<file path="src/rtl/adc_sport_pkg.sv">
package adc_sport_pkg;

  typedef enum logic [1:0] {
    LM_DUAL     = 2'd0,
    LM_A_ONLY   = 2'd1,
    LM_B_ONLY   = 2'd2,
    LM_DUAL_ALT = 2'd3
  } lane_mode_e;

  // Number of channel slots each active lane walks through.
  function automatic int unsigned slots_per_lane(lane_mode_e m, int unsigned nch);
    if (m == LM_A_ONLY || m == LM_B_ONLY) return nch;
    return nch / 2;
  endfunction

  // Whether a lane (0 = A, 1 = B) carries data in this mode.
  function automatic logic lane_active(lane_mode_e m, int unsigned lane);
    if (m == LM_A_ONLY) return (lane == 0);
    if (m == LM_B_ONLY) return (lane == 1);
    return 1'b1;
  endfunction

  // Zero-based channel sent on a lane at a given slot.
  function automatic int unsigned chan_index(lane_mode_e m, int unsigned lane,
                                             int unsigned slot, int unsigned nch);
    int unsigned half;
    half = nch / 2;
    if (lane == 0) return slot;
    if (m == LM_B_ONLY) return (slot + half) % nch;
    return slot + half;
  endfunction

endpackage

</file>
<file path="src/rtl/adc_edge_detect.sv">
module adc_edge_detect (
  input  logic clk,
  input  logic rst_n,
  input  logic sclk,
  input  logic cs_n,
  input  logic busy,
  output logic sclk_rise,
  output logic sclk_fall,
  output logic busy_fall,
  output logic cs_act
);
  logic sclk_q, cs_q, busy_q;

  always_ff @(posedge clk or negedge rst_n) begin
    if (!rst_n) begin
      sclk_q <= 1'b1;
      cs_q   <= 1'b1;
      busy_q <= 1'b0;
    end else begin
      sclk_q <= sclk;
      cs_q   <= cs_n;
      busy_q <= busy;
    end
  end

  assign sclk_rise = sclk & ~sclk_q;
  assign sclk_fall = ~sclk & sclk_q;
  assign busy_fall = ~busy & busy_q;
  assign cs_act    = ~cs_q;

endmodule

</file>
<file path="src/rtl/adc_word_bank.sv">
module adc_word_bank #(
  parameter int unsigned NCH = 8,
  parameter int unsigned W   = 18
) (
  input  logic             clk,
  input  logic             rst_n,
  input  logic             busy_fall,
  input  logic [NCH*W-1:0] words_in,
  output logic [W-1:0]     bank [NCH]
);

  for (genvar c = 0; c < NCH; c++) begin : g_word
    always_ff @(posedge clk or negedge rst_n) begin
      if (!rst_n)         bank[c] <= '0;
      else if (busy_fall) bank[c] <= words_in[c*W +: W];
    end

    p_bank_hold_r1: assert property (@(posedge clk) disable iff (!rst_n)
      !busy_fall |=> $stable(bank[c]))
      else $error("bank word changed without busy falling edge");
  end

endmodule

</file>
<file path="src/rtl/adc_frame_seq.sv">
module adc_frame_seq
  import adc_sport_pkg::*;
#(
  parameter int unsigned NCH = 8,
  parameter int unsigned W   = 18,
  localparam int unsigned SW = $clog2(NCH + 1),
  localparam int unsigned BW = $clog2(W)
) (
  input  logic          clk,
  input  logic          rst_n,
  input  logic          busy_fall,
  input  logic          sclk_rise,
  input  logic          sclk_fall,
  input  logic          cs_act,
  input  lane_mode_e    mode,
  output logic [SW-1:0] slot,
  output logic [BW-1:0] bidx,
  output logic          done,
  output logic          ch_end
);
  logic [BW-1:0] fcnt;   // falling edges seen in the current channel

  assign done   = (slot >= SW'(slots_per_lane(mode, NCH)));
  assign ch_end = cs_act && !done && sclk_fall && (fcnt == BW'(W - 1));

  always_ff @(posedge clk or negedge rst_n) begin
    if (!rst_n) begin
      slot <= '0;
      fcnt <= '0;
      bidx <= '0;
    end else if (busy_fall) begin
      slot <= '0;
      fcnt <= '0;
      bidx <= '0;
    end else if (cs_act && !done) begin
      if (sclk_fall) begin
        if (fcnt == BW'(W - 1)) begin
          slot <= slot + 1'b1;
          fcnt <= '0;
          bidx <= '0;
        end else begin
          fcnt <= fcnt + 1'b1;
        end
      end else if (sclk_rise && bidx < fcnt) begin
        bidx <= fcnt;
      end
    end
  end

  p_ptr_reset_r10: assert property (@(posedge clk) disable iff (!rst_n)
    busy_fall |=> (slot == '0 && bidx == '0))
    else $error("pointer not rewound after busy fall");

  p_bit_range_r3: assert property (@(posedge clk) disable iff (!rst_n)
    (bidx <= fcnt) && (fcnt < BW'(W)))
    else $error("bit index out of range");

  p_hold_deselect_r7: assert property (@(posedge clk) disable iff (!rst_n)
    (!cs_act && !busy_fall) |=> $stable(slot))
    else $error("channel pointer moved while deselected");

  p_advance_r3: assert property (@(posedge clk) disable iff (!rst_n)
    ch_end |=> (bidx == '0 && slot == $past(slot) + 1'b1))
    else $error("channel did not advance after 18th falling edge");

endmodule

</file>
<file path="src/rtl/adc_sport_top.sv">
module adc_sport_top
  import adc_sport_pkg::*;
#(
  parameter int unsigned NCH = 8,
  parameter int unsigned W   = 18,
  localparam int unsigned SW = $clog2(NCH + 1),
  localparam int unsigned BW = $clog2(W),
  localparam int unsigned CW = $clog2(NCH)
) (
  input  logic             clk,
  input  logic             rst_n,
  input  logic             busy,
  input  logic [NCH*W-1:0] conv_words,
  input  logic [1:0]       lane_mode,
  input  logic             cs_n,
  input  logic             sclk,
  output logic             dout_a,
  output logic             dout_b,
  output logic             first_flag,
  output logic             out_en
);
  lane_mode_e    mode;
  logic          sclk_rise, sclk_fall, busy_fall, cs_act;
  logic [W-1:0]  bank [NCH];
  logic [SW-1:0] slot;
  logic [BW-1:0] bidx;
  logic          done, ch_end;
  logic [1:0]    lane_bit;
  logic [BW-1:0] bitpos;
  logic [CW-1:0] a_chan;

  assign mode   = lane_mode_e'(lane_mode);
  assign bitpos = BW'(W - 1) - bidx;

  adc_edge_detect u_edge (
    .clk(clk), .rst_n(rst_n), .sclk(sclk), .cs_n(cs_n), .busy(busy),
    .sclk_rise(sclk_rise), .sclk_fall(sclk_fall),
    .busy_fall(busy_fall), .cs_act(cs_act)
  );

  adc_word_bank #(.NCH(NCH), .W(W)) u_bank (
    .clk(clk), .rst_n(rst_n), .busy_fall(busy_fall),
    .words_in(conv_words), .bank(bank)
  );

  adc_frame_seq #(.NCH(NCH), .W(W)) u_seq (
    .clk(clk), .rst_n(rst_n), .busy_fall(busy_fall),
    .sclk_rise(sclk_rise), .sclk_fall(sclk_fall), .cs_act(cs_act),
    .mode(mode), .slot(slot), .bidx(bidx), .done(done), .ch_end(ch_end)
  );

  for (genvar g = 0; g < 2; g++) begin : g_lane
    logic [CW-1:0] chan;
    logic [W-1:0]  word;
    assign chan = CW'(chan_index(mode, g, int'(slot), NCH));
    assign word = bank[chan];
    assign lane_bit[g] = lane_active(mode, g) && !done && word[bitpos];
  end

  assign a_chan     = CW'(chan_index(mode, 0, int'(slot), NCH));
  assign dout_a     = lane_bit[0];
  assign dout_b     = lane_bit[1];
  assign out_en     = cs_act;
  assign first_flag = cs_act && !done && lane_active(mode, 0) && (a_chan == '0);

  p_flag_hiz_r2: assert property (@(posedge clk) disable iff (!rst_n)
    !out_en |-> !first_flag)
    else $error("flag high while deselected");

  p_flag_bonly_r9: assert property (@(posedge clk) disable iff (!rst_n)
    (mode == LM_B_ONLY) |-> !first_flag)
    else $error("flag high in lane-B-only mode");

  p_flag_drop_r8: assert property (@(posedge clk) disable iff (!rst_n)
    (ch_end && first_flag && !busy_fall) |=> !first_flag)
    else $error("flag still high after channel 1 completed");

  p_idle_zero_r11: assert property (@(posedge clk) disable iff (!rst_n)
    done |-> (!dout_a && !dout_b))
    else $error("data on lanes after frame end");

endmodule

</file>
<file path="config.mk">
export PLATFORM = sky130hd
export DESIGN_NAME = adc_sport_top
export DESIGN_NICKNAME = d
export VERILOG_FILES = /design/src/rtl/adc_sport_pkg.sv /design/src/rtl/adc_edge_detect.sv /design/src/rtl/adc_word_bank.sv /design/src/rtl/adc_frame_seq.sv /design/src/rtl/adc_sport_top.sv
export SDC_FILE = /design/constraint.sdc
export NUM_CORES = 1
export LEC_CHECK = 0
export BUFFER_PORTS_ARGS = -buffer_cell sky130_fd_sc_hd__buf_2
export CELL_PAD_IN_SITES_DETAIL_PLACEMENT = 1
export CELL_PAD_IN_SITES_GLOBAL_PLACEMENT = 1
export CORE_MARGIN = 2
export CORE_UTILIZATION = 42
export CTS_BUF_LIST = sky130_fd_sc_hd__clkbuf_4 sky130_fd_sc_hd__clkbuf_8 sky130_fd_sc_hd__clkbuf_16
export CTS_CLUSTER_DIAMETER = 150
export DETAILED_ROUTE_END_ITERATION = 8
export PLACE_DENSITY_LB_ADDON = 0.1
export SYNTH_ARGS = -nofsm -noshare
export SYNTH_HDL_FRONTEND = slang
export SYNTH_SLANG_ARGS = --single-unit
</file>
<file path="constraint.sdc">
create_clock -name clk -period 3.4 [get_ports clk]
set_input_delay 0 -clock clk [delete_from_list [all_inputs] [get_ports clk]]
set_output_delay 0 -clock clk [all_outputs]
set_load 0.1 [all_outputs]
</file>
-- Word-level counts from Yosys, hierarchy flattened
Cells that the tools add are included.
- RAM bits: 0
- memory bits (read-only): 0
- memories kept: 0
- bits in latches: 0
- logic and storage cells: 93
- bits in registers: 161
- bitwise operators: 9
- shift operators: 0
- multiply operators: 0
- equality and inequality tests: 4
- reductions and logical operators: 18
- multiplexer cells: 39
- add/sub/neg operators: 4
- div/mod/pow operators: 0
- order comparisons: 5
- operators with widths (cell ; count):
    $bmux 18 s3 ; 2
    $mux 18 ; 4
    $mux 5 ; 9
    $mux 4 ; 6
    $mux 1 ; 14
    $bmux 1 s5 ; 2
    $ge 4x4->1 const B ; 2
    $logic_and 1x1->1 ; 8
    $not 3->4 ; 2
    $lt 5x6->1 const B ; 1
    $mux 3 ; 2
    $reduce_and 3->1 ; 2
    $reduce_bool 2->1 ; 3
    $add 5x1->5 const B ; 1
    $eq 5x5->1 const B ; 1
    $lt 5x5->1 ; 1
    $sub 5x5->5 const A ; 1
    $add 4x1->4 const B ; 1
    $ge 4x4->1 ; 1
    $not 1->1 ; 4
    $add 3x3->3 const B ; 1
    $and 1x1->1 ; 3
    $logic_not 3->1 ; 1
    $ne 3x1->1 const B ; 1
    other kinds (6) ; 6

-- Longest topological paths before layout
- depth in word-level cells: 10
- mapped depth: 12
- depth with buffers taken out: 10

-- Modules after synthesis
A second synthesis with hierarchy kept.
- cells, all modules: 592
- area, all modules: 8236.6 µm²
- by module, submodules not included (module ; area each (µm²) ; cells each ; times used):
    adc_word_bank ; 5580.4 ; 304 ; 1
    adc_sport_top ; 1706.6 ; 200 ; 1
    adc_frame_seq ; 847.1 ; 81 ; 1
    adc_edge_detect ; 102.6 ; 7 ; 1

-- Worst setup path after synthesis
OpenSTA, ideal clock, no wires.
- path type: reg2out
- start point: register u_seq.slot[1]
- end point: output first_flag
- slack: -1299 ps
- required time: 3400 ps
- buffers on the path: 3
- stages on the path, launching flop included: 10
- data arrival time: 4699 ps
- cells stage by stage: dfrtp_1 > buf_6 > buf_6 > buf_4 > inv_1 > ha_1 > a21bo_2 > a21oi_1 > nand2_1 > nor4b_1
- cells in the longest elaborated chain, start to end: 5
- elaborated cells between the ends (all ways): 6
- classes of those cells: order compare: 1; reduce/logical: 5
- RTL lines (element ; line ; RTL):
    start, declared ; adc_frame_seq.sv:16 ; output logic [SW-1:0] slot,
    start signal, assigned ; adc_frame_seq.sv:38 ; slot <= slot + 1'b1;
    $ge 4x4->1 ; adc_frame_seq.sv:23 ; assign done = (slot >= SW'(slots_per_lane(mode, NCH)));
    $logic_not 1->1 ; adc_sport_top.sv:64 ; assign first_flag = cs_act && !done && lane_active(mode, 0) && (a_chan == '0);
    $logic_and 1x1->1 (2 in a row) ; adc_sport_top.sv:64 ;
    $logic_and 1x1->1 * ; adc_sport_top.sv:64 ;
    end, declared ; adc_sport_top.sv:19 ; output logic first_flag,
Mark *: on every way between the ends. The rest lies on a longest branch, timed or not.

-- Worst setup path after layout
- start point: register u_seq.slot[0]
- end point: output dout_b
- cells in the longest elaborated chain, start to end: 10
- elaborated cells between the ends (all ways): 13
- classes of those cells: add/sub: 1; order compare: 1; mux: 7; bitwise: 1; reduce/logical: 3
- RTL lines (element ; line ; RTL):
    $add 3x3->3 ; -- ;
    $mux 3 ; adc_sport_pkg.sv:29 ; if (m == LM_B_ONLY) return (slot + half) % nch;
    $mux 3 ; adc_sport_pkg.sv:30 ; return slot + half;
    $not 3->4 (not written as such) ; adc_sport_top.sv:56 ; assign word = bank[chan];
    $bmux 18 s3 ; adc_sport_top.sv:56 ;
    $mux 18 (not written as such) (2 in a row) ; adc_sport_top.sv:56 ;
    $bmux 1 s5 ; adc_sport_top.sv:57 ; assign lane_bit[g] = lane_active(mode, g) && !done && word[bitpos];
    $mux 1 (not written as such) ; adc_sport_top.sv:57 ;
    $logic_and 1x1->1 * ; adc_sport_top.sv:57 ;
    end, declared ; adc_sport_top.sv:18 ; output logic dout_b,
Mark *: on every way between the ends. The rest lies on a longest branch, timed or not. The select of a mux whose other input is x is not followed.

==> reports/metrics.yaml <==
outcome:
  status: "complete, no violations"
layout:
  drive_gt1_share_pct: 18.8
  nets: 1345
  multi_input_area_sq_um: 3640
  fillCellCount: 2206
  design_area_sq_um: 10900
  final_cells: 1428
  syn2layout_area_growth_pct: 37.1
  seqCellArea_sq_um: 4040
  final_util_pct: 58.6
pwr:
  cellLeakagePower_nw: 5.60
  vdd_drop_max_uv: 378
  p_total_w: 0.00663
  powerDensity_nw_per_um2: 606
sta:
  finalSetupViolCount: 0
  rsz0062_at_grt: "no"
  hold_viol_final: 0
  report.final.slew_viol_count: 0
  layout_worst_path_cycle_share_pct: 96.8
  tightest_slew_ns: 1.00
  fin_crit_ns: 3.29
  max-slew-margin-rel_pct: 33.4
  skew_ns: 0.00768
  setup_tns_ns: 0
  max_freq_mhz: 304
clocking:
  clk_pin_slew_ns: 0.07
  insertion_delay_ns: 0.43
  clock_path_buffers: 2
  cts_max_level: 4
  cts_buffers: 17
  cts_tree: "done"
  post_cts_buffers: 0
  cts.sinks: 161
  cts_root_buffer: "clkbuf_16"
setup_path:
  ff2ff_path_depth: 9
  start_kind: "flip-flop"
  crit_chain: "buf_4 -> and2_1 -> a221oi_1 -> o22ai_1 -> o21ai_1 -> nand2_1 -> o41ai_4 -> buf_2"
  cp_slowest_cell: "a221oi_1"
  critPathArrivalTime_ns: 3.29
  critical_path_buf_inv_count: 2
  crit_cells: 8
  crit_path_max_incr_delay_ns: 0.62
  crit_fanout: 16
  cp_top_family: "compound AO/OA/AOI/OAI gates"
  worstPathRequired_ns: 3.40
  critPathKind: "reg -> out"
  worst_setup_path_end_kind: "output pin"
global_routing:
  grtUsageTotal_pct: 27.0
  grt_pass1_vias: 7981
  antenna_found_initial: 1
  grt_overflow: 0
  grt_start_max_net_pins: 99
  grt_pass1_wl_mm: 41.6
synthesis:
  synthFlopType: "dfrtp_1"
  synthArstFlopShare_pct: 100
  avgSynthCellArea_sq_um: 8.85
  syn_nets: 1065
  ys_ff_latch: 161
  synth-edff-count: 0
  seq_area_frac_synth_pct: 50.6
  ys_warn_count: 0
  ys_types: 42
  syn-cell-area_sq_um: 7970
  syn_inst: 901
drt:
  num_vias: 7211
  wire_per_inst_microns: 18.4
  initialDrtViolationCount: 346
  viasPerCell: 5.05
  drt_first_pass_iters: 4
  wl_mm: 26.3
  ant_nets: 0
  drc: 0
floorplanning:
  die_w_microns: 142
  num_rows: 50
  die_h_microns: 142
  start_util_pct: 42.8
  io_pins: 155
  core-area_sq_um: 18600
  die_area_sq_um: 20100
place:
  hpwl_mm: 15.7
  placed_area_sq_um: 8910
  io_buffers: 154
  place.gp.congestion: 0.872
  post-place-cells: 1248
job:
  max_cap_violations: 0
hold_path:
  hold_path_class: "in -> async"
[cell families after synthesis]
group / after synthesis / share of synthesized area (%)
buffers and inverters: 67 / 4.49
flip-flops: 161 / 50.6
adder cells (fa/ha/maj): 13 / 2.04
multiplexers: 70 / 9.73
AND/OR/NAND/NOR: 503 / 24.3
XOR/XNOR: 6 / 0.659
AO/OA/AOI/OAI: 81 / 8.22
[placed cells by master (no fill, tap or decap), types with 7 or more instances in the layout]
cell type / instances
clkbuf_16: 17
inv_1: 13
a22oi_1: 19
o22ai_1: 8
nand2_1: 463
dfrtp_1: 158
a22o_1: 10
ha_1: 13
dlygate4sd3_1: 148
nor2_1: 13
mux2i_1: 64
nor3_1: 8
a221oi_2: 7
buf_2: 152
buf_4: 10
[power by group]
group | internal (W) | leakage (nW) | switching [W]
clock | 0.000969 | 0.252 | 0.000812
sequential | 0.00218 | 2.00 | 0.000220
combinational | 0.00102 | 3.35 | 0.00142
total | 0.00417 | 5.60 | 0.00246
[cells in the mapped netlist, drive strengths merged (2+ instances only)]
cell	instances	share of area, %
a31oi	2	0.16
a22oi	20	1.9
mux4	6	1.7
o21ai	10	0.63
nor3	8	0.50
buf	17	2.1
o31ai	2	0.19
nor2b	4	0.31
nand3	6	0.38
dfstp	2	0.66
clkbuf	36	1.7
o22ai	8	0.63
a221oi	10	1.6
nand2	463	22
nand2b	3	0.24
o41ai	2	0.41
nor2	14	0.66
inv	13	0.61
a21oi	6	0.38
xor2	3	0.33
mux2i	64	8.0
dfrtp	159	50
and2	2	0.16
a22o	10	1.1
xnor2	3	0.33
ha	13	2.0
a21o	4	0.38
o2bb2ai	5	0.55
[per-layer routing]
metal	wire length, microns	global-route usage, %
met1	11700	34.2
met5	0	0
met4	551	8.32
met2	13500	47.5
met3	591	4.39
[flip-flops by register name, summed over array words and instances (netlist names)]
register	cells
u_bank.bank	144
u_seq.bidx	5
u_seq.fcnt	5
u_seq.slot	4
u_edge.busy_q	1
u_edge.cs_q	1
u_edge.sclk_q	1
[worst paths after layout]
check	endpoint	startpoint	slack (ns)
max	dout_b	u_seq.slot[0]$_DFFE_PN0P_	0.11
min	u_bank.bank[78]$_DFFE_PN0P_	rst_n	0.15
max reg2reg	u_seq.slot[3]$_DFFE_PN0P_	u_seq.slot[2]$_DFFE_PN0P_	0.88
min reg2reg	u_bank.bank[126]$_DFFE_PN0P_	u_bank.bank[126]$_DFFE_PN0P_	0.47
max in group asynchronous	u_bank.bank[103]$_DFFE_PN0P_	rst_n	2.32
min in group clk	u_edge.cs_q$_DFF_PN1_	cs_n	0.22
[final cells by class]
class                           instances  share of cell area [%]
Antenna cell                            1                  0.0229
Clock inverter                         11                   0.755
Inverter                               14                   0.481
Clock buffer                           20                    4.15
Multi-Input combinational cell        673                    33.3
Sequential cell                       161                    36.9
Tap cell                              234                    2.68
Timing Repair Buffer                  314                    21.7
[worst register-to-register path, stage by stage, from the launching register on]
cell and delay [ns]:
dfrtp_1 0.51, clkinv_1 0.30, ha_1 0.37, a21bo_2 0.20, a21oi_1 0.19, a31oi_1 0.13, nor2_1 0.31, nand4_1 0.16
xor2_1 0.16, nor2_1 0.05
[through the flow]
step | hold slack [ns] | worst slack, ns
2_1_floorplan | -0.296 | 0.0962
3_3_place_gp | 0.0759 | 0.537
3_5_place_dp | 0.0843 | 0.563
4_1_cts | 0.187 | 0.126
5_1_grt | 0.203 | 0.00573
6_report | 0.152 | 0.108
[what timing repair did]
action	in CTS	in global routing
resized for setup	0	2
setup endpoints to repair	0	2
hold endpoints to repair	216	0
hold buffers	148	0
No activity file was read; power rests on OpenSTA's default activity.
